## src/rtl/dcnt_pkg.sv

```systemverilog
package dcnt_pkg;
    typedef enum logic {
        H_EVEN = 1'b0,
        H_ODD  = 1'b1
    } half_e;

    typedef enum logic [2:0] {
        Q5_0 = 3'd0,
        Q5_1 = 3'd1,
        Q5_2 = 3'd2,
        Q5_3 = 3'd3,
        Q5_4 = 3'd4
    } quint_e;
endpackage

```

## src/rtl/dcnt_fall_sync.sv

```systemverilog
module dcnt_fall_sync #(
    parameter int STAGES = 2
) (
    input  logic clk,
    input  logic rst_n,
    input  logic din,
    output logic tick
);
    localparam int LAST = STAGES;

    logic [LAST:0] pipe;

    always_ff @(posedge clk or negedge rst_n) begin
        if (!rst_n) pipe <= '0;
        else        pipe <= {pipe[LAST-1:0], din};
    end

    always_comb tick = pipe[LAST] & ~pipe[LAST-1];

    // a detected fall lasts one clock only
    p_single_tick_r2: assert property (@(posedge clk) disable iff (!rst_n)
        tick |=> !tick);
endmodule

```

## src/rtl/dcnt_half.sv

```systemverilog
module dcnt_half
    import dcnt_pkg::*;
(
    input  logic clk,
    input  logic rst_n,
    input  logic tick,
    input  logic force_zero,
    input  logic force_nine,
    output logic q
);
    half_e st, nxt;

    always_comb begin
        nxt = st;
        if (force_zero)      nxt = H_EVEN;
        else if (force_nine) nxt = H_ODD;
        else if (tick) begin
            unique case (st)
                H_EVEN: nxt = H_ODD;
                H_ODD:  nxt = H_EVEN;
            endcase
        end
    end

    always_ff @(posedge clk or negedge rst_n) begin
        if (!rst_n) st <= H_EVEN;
        else        st <= nxt;
    end

    always_comb begin
        unique case (st)
            H_EVEN: q = 1'b0;
            H_ODD:  q = 1'b1;
        endcase
    end

    p_toggle_r2: assert property (@(posedge clk) disable iff (!rst_n)
        (tick && !force_zero && !force_nine) |=> (q != $past(q)));
    p_clear_r5: assert property (@(posedge clk) disable iff (!rst_n)
        force_zero |=> !q);
endmodule

```

## src/rtl/dcnt_quint.sv

```systemverilog
module dcnt_quint
    import dcnt_pkg::*;
(
    input  logic       clk,
    input  logic       rst_n,
    input  logic       tick,
    input  logic       force_zero,
    input  logic       force_nine,
    output logic [2:0] dcb
);
    quint_e st, nxt;

    always_comb begin
        nxt = st;
        if (force_zero)      nxt = Q5_0;
        else if (force_nine) nxt = Q5_4;
        else if (tick) begin
            unique case (st)
                Q5_0:    nxt = Q5_1;
                Q5_1:    nxt = Q5_2;
                Q5_2:    nxt = Q5_3;
                Q5_3:    nxt = Q5_4;
                Q5_4:    nxt = Q5_0;
                default: nxt = Q5_0;
            endcase
        end
    end

    always_ff @(posedge clk or negedge rst_n) begin
        if (!rst_n) st <= Q5_0;
        else        st <= nxt;
    end

    always_comb begin
        unique case (st)
            Q5_0:    dcb = 3'b000;
            Q5_1:    dcb = 3'b001;
            Q5_2:    dcb = 3'b010;
            Q5_3:    dcb = 3'b011;
            Q5_4:    dcb = 3'b100;
            default: dcb = 3'b000;
        endcase
    end

    p_wrap_r3: assert property (@(posedge clk) disable iff (!rst_n)
        (tick && !force_zero && !force_nine && dcb == 3'b100) |=> (dcb == 3'b000));
    p_prio_r7: assert property (@(posedge clk) disable iff (!rst_n)
        force_zero |=> (dcb == 3'b000));
    p_preset_r6: assert property (@(posedge clk) disable iff (!rst_n)
        (force_nine && !force_zero) |=> (dcb == 3'b100));
    p_hold_r9: assert property (@(posedge clk) disable iff (!rst_n)
        (!tick && !force_zero && !force_nine) |=> $stable(dcb));
endmodule

```

## src/rtl/decade_div_counter.sv

```systemverilog
module decade_div_counter #(
    parameter int SYNC_STAGES = 2
) (
    input  logic clk,
    input  logic rst_n,
    input  logic cnt_a_in,
    input  logic cnt_b_in,
    input  logic clr_a,
    input  logic clr_b,
    input  logic nine_a,
    input  logic nine_b,
    output logic q_a,
    output logic q_b,
    output logic q_c,
    output logic q_d,
    output logic carry_out
);
    logic tick_a, tick_b;
    logic force_zero, force_nine;
    logic [2:0] dcb;
    logic d_prev, carry_q;

    always_comb force_zero = clr_a & clr_b;
    always_comb force_nine = nine_a & nine_b;

    dcnt_fall_sync #(.STAGES(SYNC_STAGES)) u_sync_a (
        .clk(clk), .rst_n(rst_n), .din(cnt_a_in), .tick(tick_a));
    dcnt_fall_sync #(.STAGES(SYNC_STAGES)) u_sync_b (
        .clk(clk), .rst_n(rst_n), .din(cnt_b_in), .tick(tick_b));

    dcnt_half u_half (
        .clk(clk), .rst_n(rst_n), .tick(tick_a),
        .force_zero(force_zero), .force_nine(force_nine), .q(q_a));

    dcnt_quint u_quint (
        .clk(clk), .rst_n(rst_n), .tick(tick_b),
        .force_zero(force_zero), .force_nine(force_nine), .dcb(dcb));

    always_comb begin
        q_b = dcb[0];
        q_c = dcb[1];
        q_d = dcb[2];
    end

    always_ff @(posedge clk or negedge rst_n) begin
        if (!rst_n) begin
            d_prev  <= 1'b0;
            carry_q <= 1'b0;
        end else begin
            d_prev  <= q_d;
            carry_q <= d_prev & ~q_d;
        end
    end

    always_comb carry_out = carry_q;

    p_carry_src_r10: assert property (@(posedge clk) disable iff (!rst_n)
        carry_out |-> (!$past(q_d) && $past(q_d, 2)));
    p_carry_width_r10: assert property (@(posedge clk) disable iff (!rst_n)
        carry_out |=> !carry_out);
    p_preset_val_r6: assert property (@(posedge clk) disable iff (!rst_n)
        (force_nine && !force_zero) |=> ({q_d, q_c, q_b, q_a} == 4'b1001));
endmodule

```

## config.mk

```make
export PLATFORM = sky130hd
export DESIGN_NAME = decade_div_counter
export DESIGN_NICKNAME = d
export VERILOG_FILES = /design/src/rtl/dcnt_pkg.sv /design/src/rtl/dcnt_fall_sync.sv /design/src/rtl/dcnt_half.sv /design/src/rtl/dcnt_quint.sv /design/src/rtl/decade_div_counter.sv
export SDC_FILE = /design/constraint.sdc
export NUM_CORES = 1
export LEC_CHECK = 0
export BUFFER_PORTS_ARGS = -buffer_cell sky130_fd_sc_hd__buf_2
export CAP_MARGIN = 25
export CORE_AREA = 10 10 47 49
export CTS_BUF_LIST = sky130_fd_sc_hd__clkbuf_4 sky130_fd_sc_hd__clkbuf_8 sky130_fd_sc_hd__clkbuf_16
export CTS_CLUSTER_SIZE = 14
export DETAILED_ROUTE_END_ITERATION = 6
export DIE_AREA = 0 0 57 59
export RECOVER_POWER = 100
export SLEW_MARGIN = 25
export SYNTH_ARGS = -nofsm -noshare
export SYNTH_HDL_FRONTEND = slang
export SYNTH_SLANG_ARGS = --single-unit
```

## constraint.sdc

```tcl
create_clock -name clk -period 1.1 [get_ports clk]
set_input_delay 0.11 -clock clk [delete_from_list [all_inputs] [get_ports clk]]
set_output_delay 0.11 -clock clk [all_outputs]
set_load 0.02 [all_outputs]
```

==> results.py, run 1 <==
metrics = {
    "global_routing": {
        "overflow": 0,
        "grt_first_pass_wirelength_mm": 1.56,
        "grt_pass1_vias": 361,
        "grt.total_usage_pct": 5.94,
        "antenna_found_initial": 0,
        "grt_max_degree": 13,
    },
    "power": {
        "power_density_nw_per_um2": 1540,
        "totalPowerFinal_mw": 1.07,
        "peakVddDrop_mv": 0.853,
        "power.static_leakage_nw": 0.333,
    },
    "die": {
        "core_um2": 1400,
        "rows": 14,
        "die_w_um": 57,
        "dieHeight_um": 59,
        "num_io_pins": 13,
        "initial_core_util_pct": 30.4,
        "die-area_um2": 3360,
    },
    "final_layout": {
        "fin_area_um2": 696,
        "final_core_util_pct": 49.6,
        "final_common_cell": "dfrtp_1",
        "fin_cells": 77,
        "layout.nets": 70,
        "layout_common_cells": "dfrtp_1, buf_2, buf_4, dlygate4sd3_1",
        "num_antenna_cells": 0,
        "area_growth_pct": 63.0,
        "layout-drive-gt1-share_pct": 42.6,
    },
    "yosys": {
        "synth_warnings": 0,
        "avgSynthCellArea_um2": 12.9,
        "synthDistinctLibCells": 15,
        "yosysSeqAreaShare_pct": 70.4,
        "yosys_register_bits": 12,
        "synth_nets": 41,
        "synth_cells": 33,
        "synthesis.area_um2": 427,
    },
    "worst_setup_path": {
        "r2r-start": "u_quint.st[0]$_DFFE_PN0P_",
        "worstReg2RegEnd": "u_quint.st[1]$_DFFE_PN0P_",
        "path_class": "reg -> out",
        "cpMostUsedCell": "buf_6",
        "startpoint_type": "flop",
        "worstPathRequired_ps": 990,
        "crit_start": "u_quint.st[2]$_DFFE_PN0P_",
        "path_cells": "buf_6 > nor3b_4 > buf_6",
        "cp.depth": 3,
        "critPathTopFamily": "flip-flops",
        "slowest_delay_ps": 370,
        "path_max_fanout": 5,
        "cp-endpoint": "q_d",
        "worst_setup_path_end_kind": "output pin",
        "arrival_ps": 1110,
        "r2r_setup_slack_ps": -60,
        "slowest_stage": "dfrtp_1",
        "rr_worst_depth": 3,
        "cp.buffers_inverters": 2,
    },
    "timing": {
        "period_share_pct": 111,
        "final_max_slew_viol_count": 0,
        "skew_ps": 6.19,
        "slew_headroom_pct": 58.1,
        "holdWs_ps": 153,
        "fmax_mhz": 817,
        "setup_ws_ps": -123,
        "layout_min_cycle_time_ps": 1220,
        "hold_violations": 0,
        "rsz0062_at_grt": "true",
        "setup_viol": 5,
        "tightest_slew_ps": 628,
        "setup_tns_ps": -367,
    },
    "detailed_routing": {
        "vias": 334,
        "drt_wl_total_um": 927,
        "routedWlPerCell_um": 12.0,
        "vias_per_cell": 4.34,
        "drc": 0,
        "dr.pass1.iters": 4,
        "ant_nets": 0,
        "dr.first_iter.drc_count": 8,
    },
    "hold_path": {
        "hold_class": "in -> reg",
        "hold_depth": 3,
    },
    "place": {
        "hpwl_um": 668,
        "io_buffers": 12,
        "placed_area_um2": 552,
        "place_ws_ps": -26.2,
        "dp.cells": 65,
        "place.gp.congestion": 0.795,
    },
    "clocking": {
        "cts-buffers-inserted": 3,
        "clkLatencyLatePin_ps": 280,
        "cts-root-buf": "clkbuf_4",
        "cts_tree": "done",
        "clkTransAtPathRegs_ps": 70,
        "cts_max_level": 1,
        "clockBufferDepth": 2,
        "clkSinkCount": 12,
    },
    "status": {
        "status": "finished with violations",
        "violations": "setup timing",
    },
    "run": {
        "cap_viol_max_count": 0,
    },
}
repair_timing:
| action | CTS | global route |
|---|---|---|
| buffers inserted | 3 | 0 |
| gates resized for setup | 9 | 1 |
| endpoints found under the setup margin | 4 | 5 |
| hold buffers | 5 | 0 |
| gates cloned | 0 | 0 |
| pin swaps | 1 | 0 |
| hold endpoints to repair | 15 | 0 |
registers in the layout (all words and copies together) (netlist names):
signal	count
u_sync_a.pipe	3
u_quint.st	3
u_half.st	1
d_prev	1
carry_out	1
u_sync_b.pipe	3
report_power, final:
part           internal [mW]  leakage (nW)  switching [mW]
sequential             0.480         0.147          0.0242
combinational          0.119         0.164          0.0993
clock                  0.201        0.0210           0.151
total                  0.800         0.333           0.275
routing by layer:
metal	GRT usage (%)	routed length [um]	up-vias
met4	4.03	0	0
met1	6.61	429	152
li1	-	-	168
met5	0	0	-
met3	3.22	77	0
met2	8.53	421	14
worst min path at each step:
stage | from | end | slack, ps
floorplan | rst_n | carry_out$_DFF_PN0_ | -190
global placement | rst_n | carry_out$_DFF_PN0_ | -0.2
detailed placement | rst_n | carry_out$_DFF_PN0_ | 2
CTS | nine_b | u_half.st$_DFFE_PN0P_ | 150
global route | nine_b | u_half.st$_DFFE_PN0P_ | 200
finish | nine_b | u_half.st$_DFFE_PN0P_ | 150
cells in the mapped netlist:
library cell  instances  area (um2)
a21boi_0              1        7.51
a21oi_1               1        5.00
a22oi_1               1        7.51
a32oi_1               1        8.76
dfrtp_1              12         300
inv_2                 1        3.75
mux2i_1               1        10.0
nand2_1               4        15.0
nand2b_1              1        6.26
nand4b_1              1        8.76
nor2_1                3        11.3
nor2b_1               3        18.8
nor3b_1               1        7.51
or4_1                 1        7.51
xnor2_1               1        8.76
cell families (layout without fill, tap and decap cells):
logic type | after synthesis | in the layout | synth area share (%)
buf+inv | 1 | 29 | 0.879
flops | 12 | 12 | 70.4
mux | 1 | 1 | 2.35
simple gates | 14 | 14 | 17.6
compound gates | 4 | 4 | 6.75
xor+xnor | 1 | 1 | 2.05
worst register-to-register path, cell delays in order, from the launching register on:
cell and delay, ps:
dfrtp_1 430, inv_2 60, or4_1 480, a21oi_2 130
final cells by class:
class | instances | area (um2)
Fill cell | 127 | 706
Sequential cell | 12 | 300
Multi-Input combinational cell | 20 | 153
Tap cell | 16 | 20.0
Timing Repair Buffer | 24 | 183
Clock buffer | 4 | 36.3
Inverter | 1 | 3.75
(Power assumes the default switching activity.)
==> run 2: changes to the inputs <==
--- a/config.mk
+++ b/config.mk
@@ -12,7 +12,6 @@
 export CTS_CLUSTER_SIZE = 14
 export DETAILED_ROUTE_END_ITERATION = 6
 export DIE_AREA = 0 0 57 59
-export RECOVER_POWER = 100
 export SLEW_MARGIN = 25
 export SYNTH_ARGS = -nofsm -noshare
 export SYNTH_HDL_FRONTEND = slang
==> run 2 against run 1 <==
Effect of this change: the run still ends with setup timing left; global-route usage is the same; cell area is 0.36% higher; via count stayed put; critical path type unchanged; largest power group unchanged.
==> results.py, run 2 (synthesized netlist as in run 1, its figures left out) <==
metrics = {
    "die": {
        "die-area_um2": 3360,
        "num_io_pins": 13,
        "die_w_um": 57,
        "core_um2": 1400,
        "rows": 14,
        "initial_core_util_pct": 30.4,
        "dieHeight_um": 59,
    },
    "final_layout": {
        "num_antenna_cells": 0,
        "layout_common_cells": "dfrtp_1, buf_2, buf_4, dlygate4sd3_1",
        "fin_area_um2": 698,
        "layout.nets": 70,
        "final_common_cell": "dfrtp_1",
        "area_growth_pct": 63.6,
        "fin_cells": 77,
        "reg_top3": "u_quint.st: 3 flops, u_sync_a.pipe: 3 flops, u_sync_b.pipe: 3 flops",
        "layout-drive-gt1-share_pct": 45.9,
    },
    "worst_setup_path": {
        "cpMostUsedCell": "buf_6",
        "path_cells": "buf_6 > nor3b_4 > buf_6",
        "path_max_fanout": 5,
        "cp.buffers_inverters": 2,
        "critPathTopFamily": "flip-flops",
        "startpoint_type": "flop",
        "arrival_ps": 1110,
        "slowest_delay_ps": 370,
        "path_class": "reg -> out",
        "slowest_stage": "dfrtp_1",
        "worstPathRequired_ps": 990,
        "worst_setup_path_end_kind": "output pin",
    },
    "clocking": {
        "clkTransAtPathRegs_ps": 70,
        "cts_tree": "done",
        "cts_max_level": 1,
        "cts-root-buf": "clkbuf_4",
        "clkSinkCount": 12,
        "cts-buffers-inserted": 3,
        "clockBufferDepth": 2,
        "clkLatencyLatePin_ps": 280,
    },
    "detailed_routing": {
        "drt_wl_total_um": 927,
        "routedWlPerCell_um": 12.0,
        "vias": 334,
        "ant_nets": 0,
        "dr.pass1.iters": 4,
        "drc": 0,
        "vias_per_cell": 4.34,
        "dr.first_iter.drc_count": 8,
    },
    "timing": {
        "setup_viol": 5,
        "skew_ps": 6.19,
        "layout_min_cycle_time_ps": 1220,
        "slew_headroom_pct": 82.4,
        "holdWs_ps": 153,
        "final_max_slew_viol_count": 0,
        "tightest_slew_ps": 264,
        "fmax_mhz": 817,
        "setup_ws_ps": -123,
        "period_share_pct": 111,
        "hold_violations": 0,
        "rsz0062_at_grt": "true",
    },
    "hold_path": {
        "hold_class": "in -> reg",
    },
    "global_routing": {
        "antenna_found_initial": 0,
        "grt_pass1_vias": 361,
        "grt.total_usage_pct": 5.94,
        "overflow": 0,
        "grt_first_pass_wirelength_mm": 1.56,
        "grt_max_degree": 13,
    },
    "status": {
        "violations": "setup timing",
        "status": "finished with violations",
    },
    "place": {
        "place.gp.congestion": 0.795,
        "io_buffers": 12,
        "hpwl_um": 668,
        "placed_area_um2": 552,
        "dp.cells": 65,
        "place_ws_ps": -26.2,
    },
    "power": {
        "totalPowerFinal_mw": 1.08,
        "peakVddDrop_mv": 0.853,
        "power_density_nw_per_um2": 1540,
        "power.static_leakage_nw": 0.339,
    },
    "run": {
        "cap_viol_max_count": 0,
    },
}
==> run 2: cell types whose count changed in the layout (fill, tap and decap cells not counted) <==
cell and change:
clkbuf_1 -2, buf_2 +2
==> run 2: path summary, 6_finish.rpt <==
check | start | endpoint | slack, ps | cells past startpoint
max in group asynchronous | rst_n | u_sync_a.pipe[1]$_DFF_PN0_ | 660 | 2
worst max-delay path | u_quint.st[2]$_DFFE_PN0P_ | q_d | -120 | 3
worst min-delay path | nine_b | u_half.st$_DFFE_PN0P_ | 150 | 3
worst max register to register | u_quint.st[0]$_DFFE_PN0P_ | u_quint.st[1]$_DFFE_PN0P_ | -60 | 3
min in group asynchronous | rst_n | d_prev$_DFF_PN0_ | 230 | 2
worst min register to register | u_sync_a.pipe[0]$_DFF_PN0_ | u_sync_a.pipe[1]$_DFF_PN0_ | 350 | 0
==> run 2: metal layers <==
layer / part of all wire [%] / global-route usage [%]
met1: 46 / 6.61
met2: 45 / 8.53
met3: 8.2 / 3.22
met4: 0 / 4.03
met5: 0 / 0
==> run 2: power by group <==
part | internal [mW] | switching [mW]
clock | 0.201 | 0.151
combinational | 0.121 | 0.0993
sequential | 0.480 | 0.0240
==> run 2: layout make-up <==
class	count	area, um2
Inverter	1	3.75
Clock buffer	4	36.3
Multi-Input combinational cell	20	153
Timing Repair Buffer	24	185
Sequential cell	12	300
Fill cell	125	703
Tap cell	16	20.0
==> run 2: repair_timing <==
action / in CTS / in global routing
cloned: 0 / 0
setup endpoints to repair: 4 / 5
resized for setup: 9 / 1
setup buffers: 3 / 0
hold endpoints to repair: 15 / 0
hold buffers: 5 / 0
pin swaps: 1 / 0
==> run 2: tightest hold or removal path: stages <==
cell and delay [ps]:
buf_2 90, nand2_1 90, a21boi_0 90
==> run 2: metrics by stage <==
step	utilization [%]	setup TNS, ps
4_1_cts	49.6	-404
3_5_place_dp	39.4	-26.2
5_1_grt	49.8	-693
3_3_place_gp	39.4	0
2_1_floorplan	-	-3.98
6_report	49.8	-367
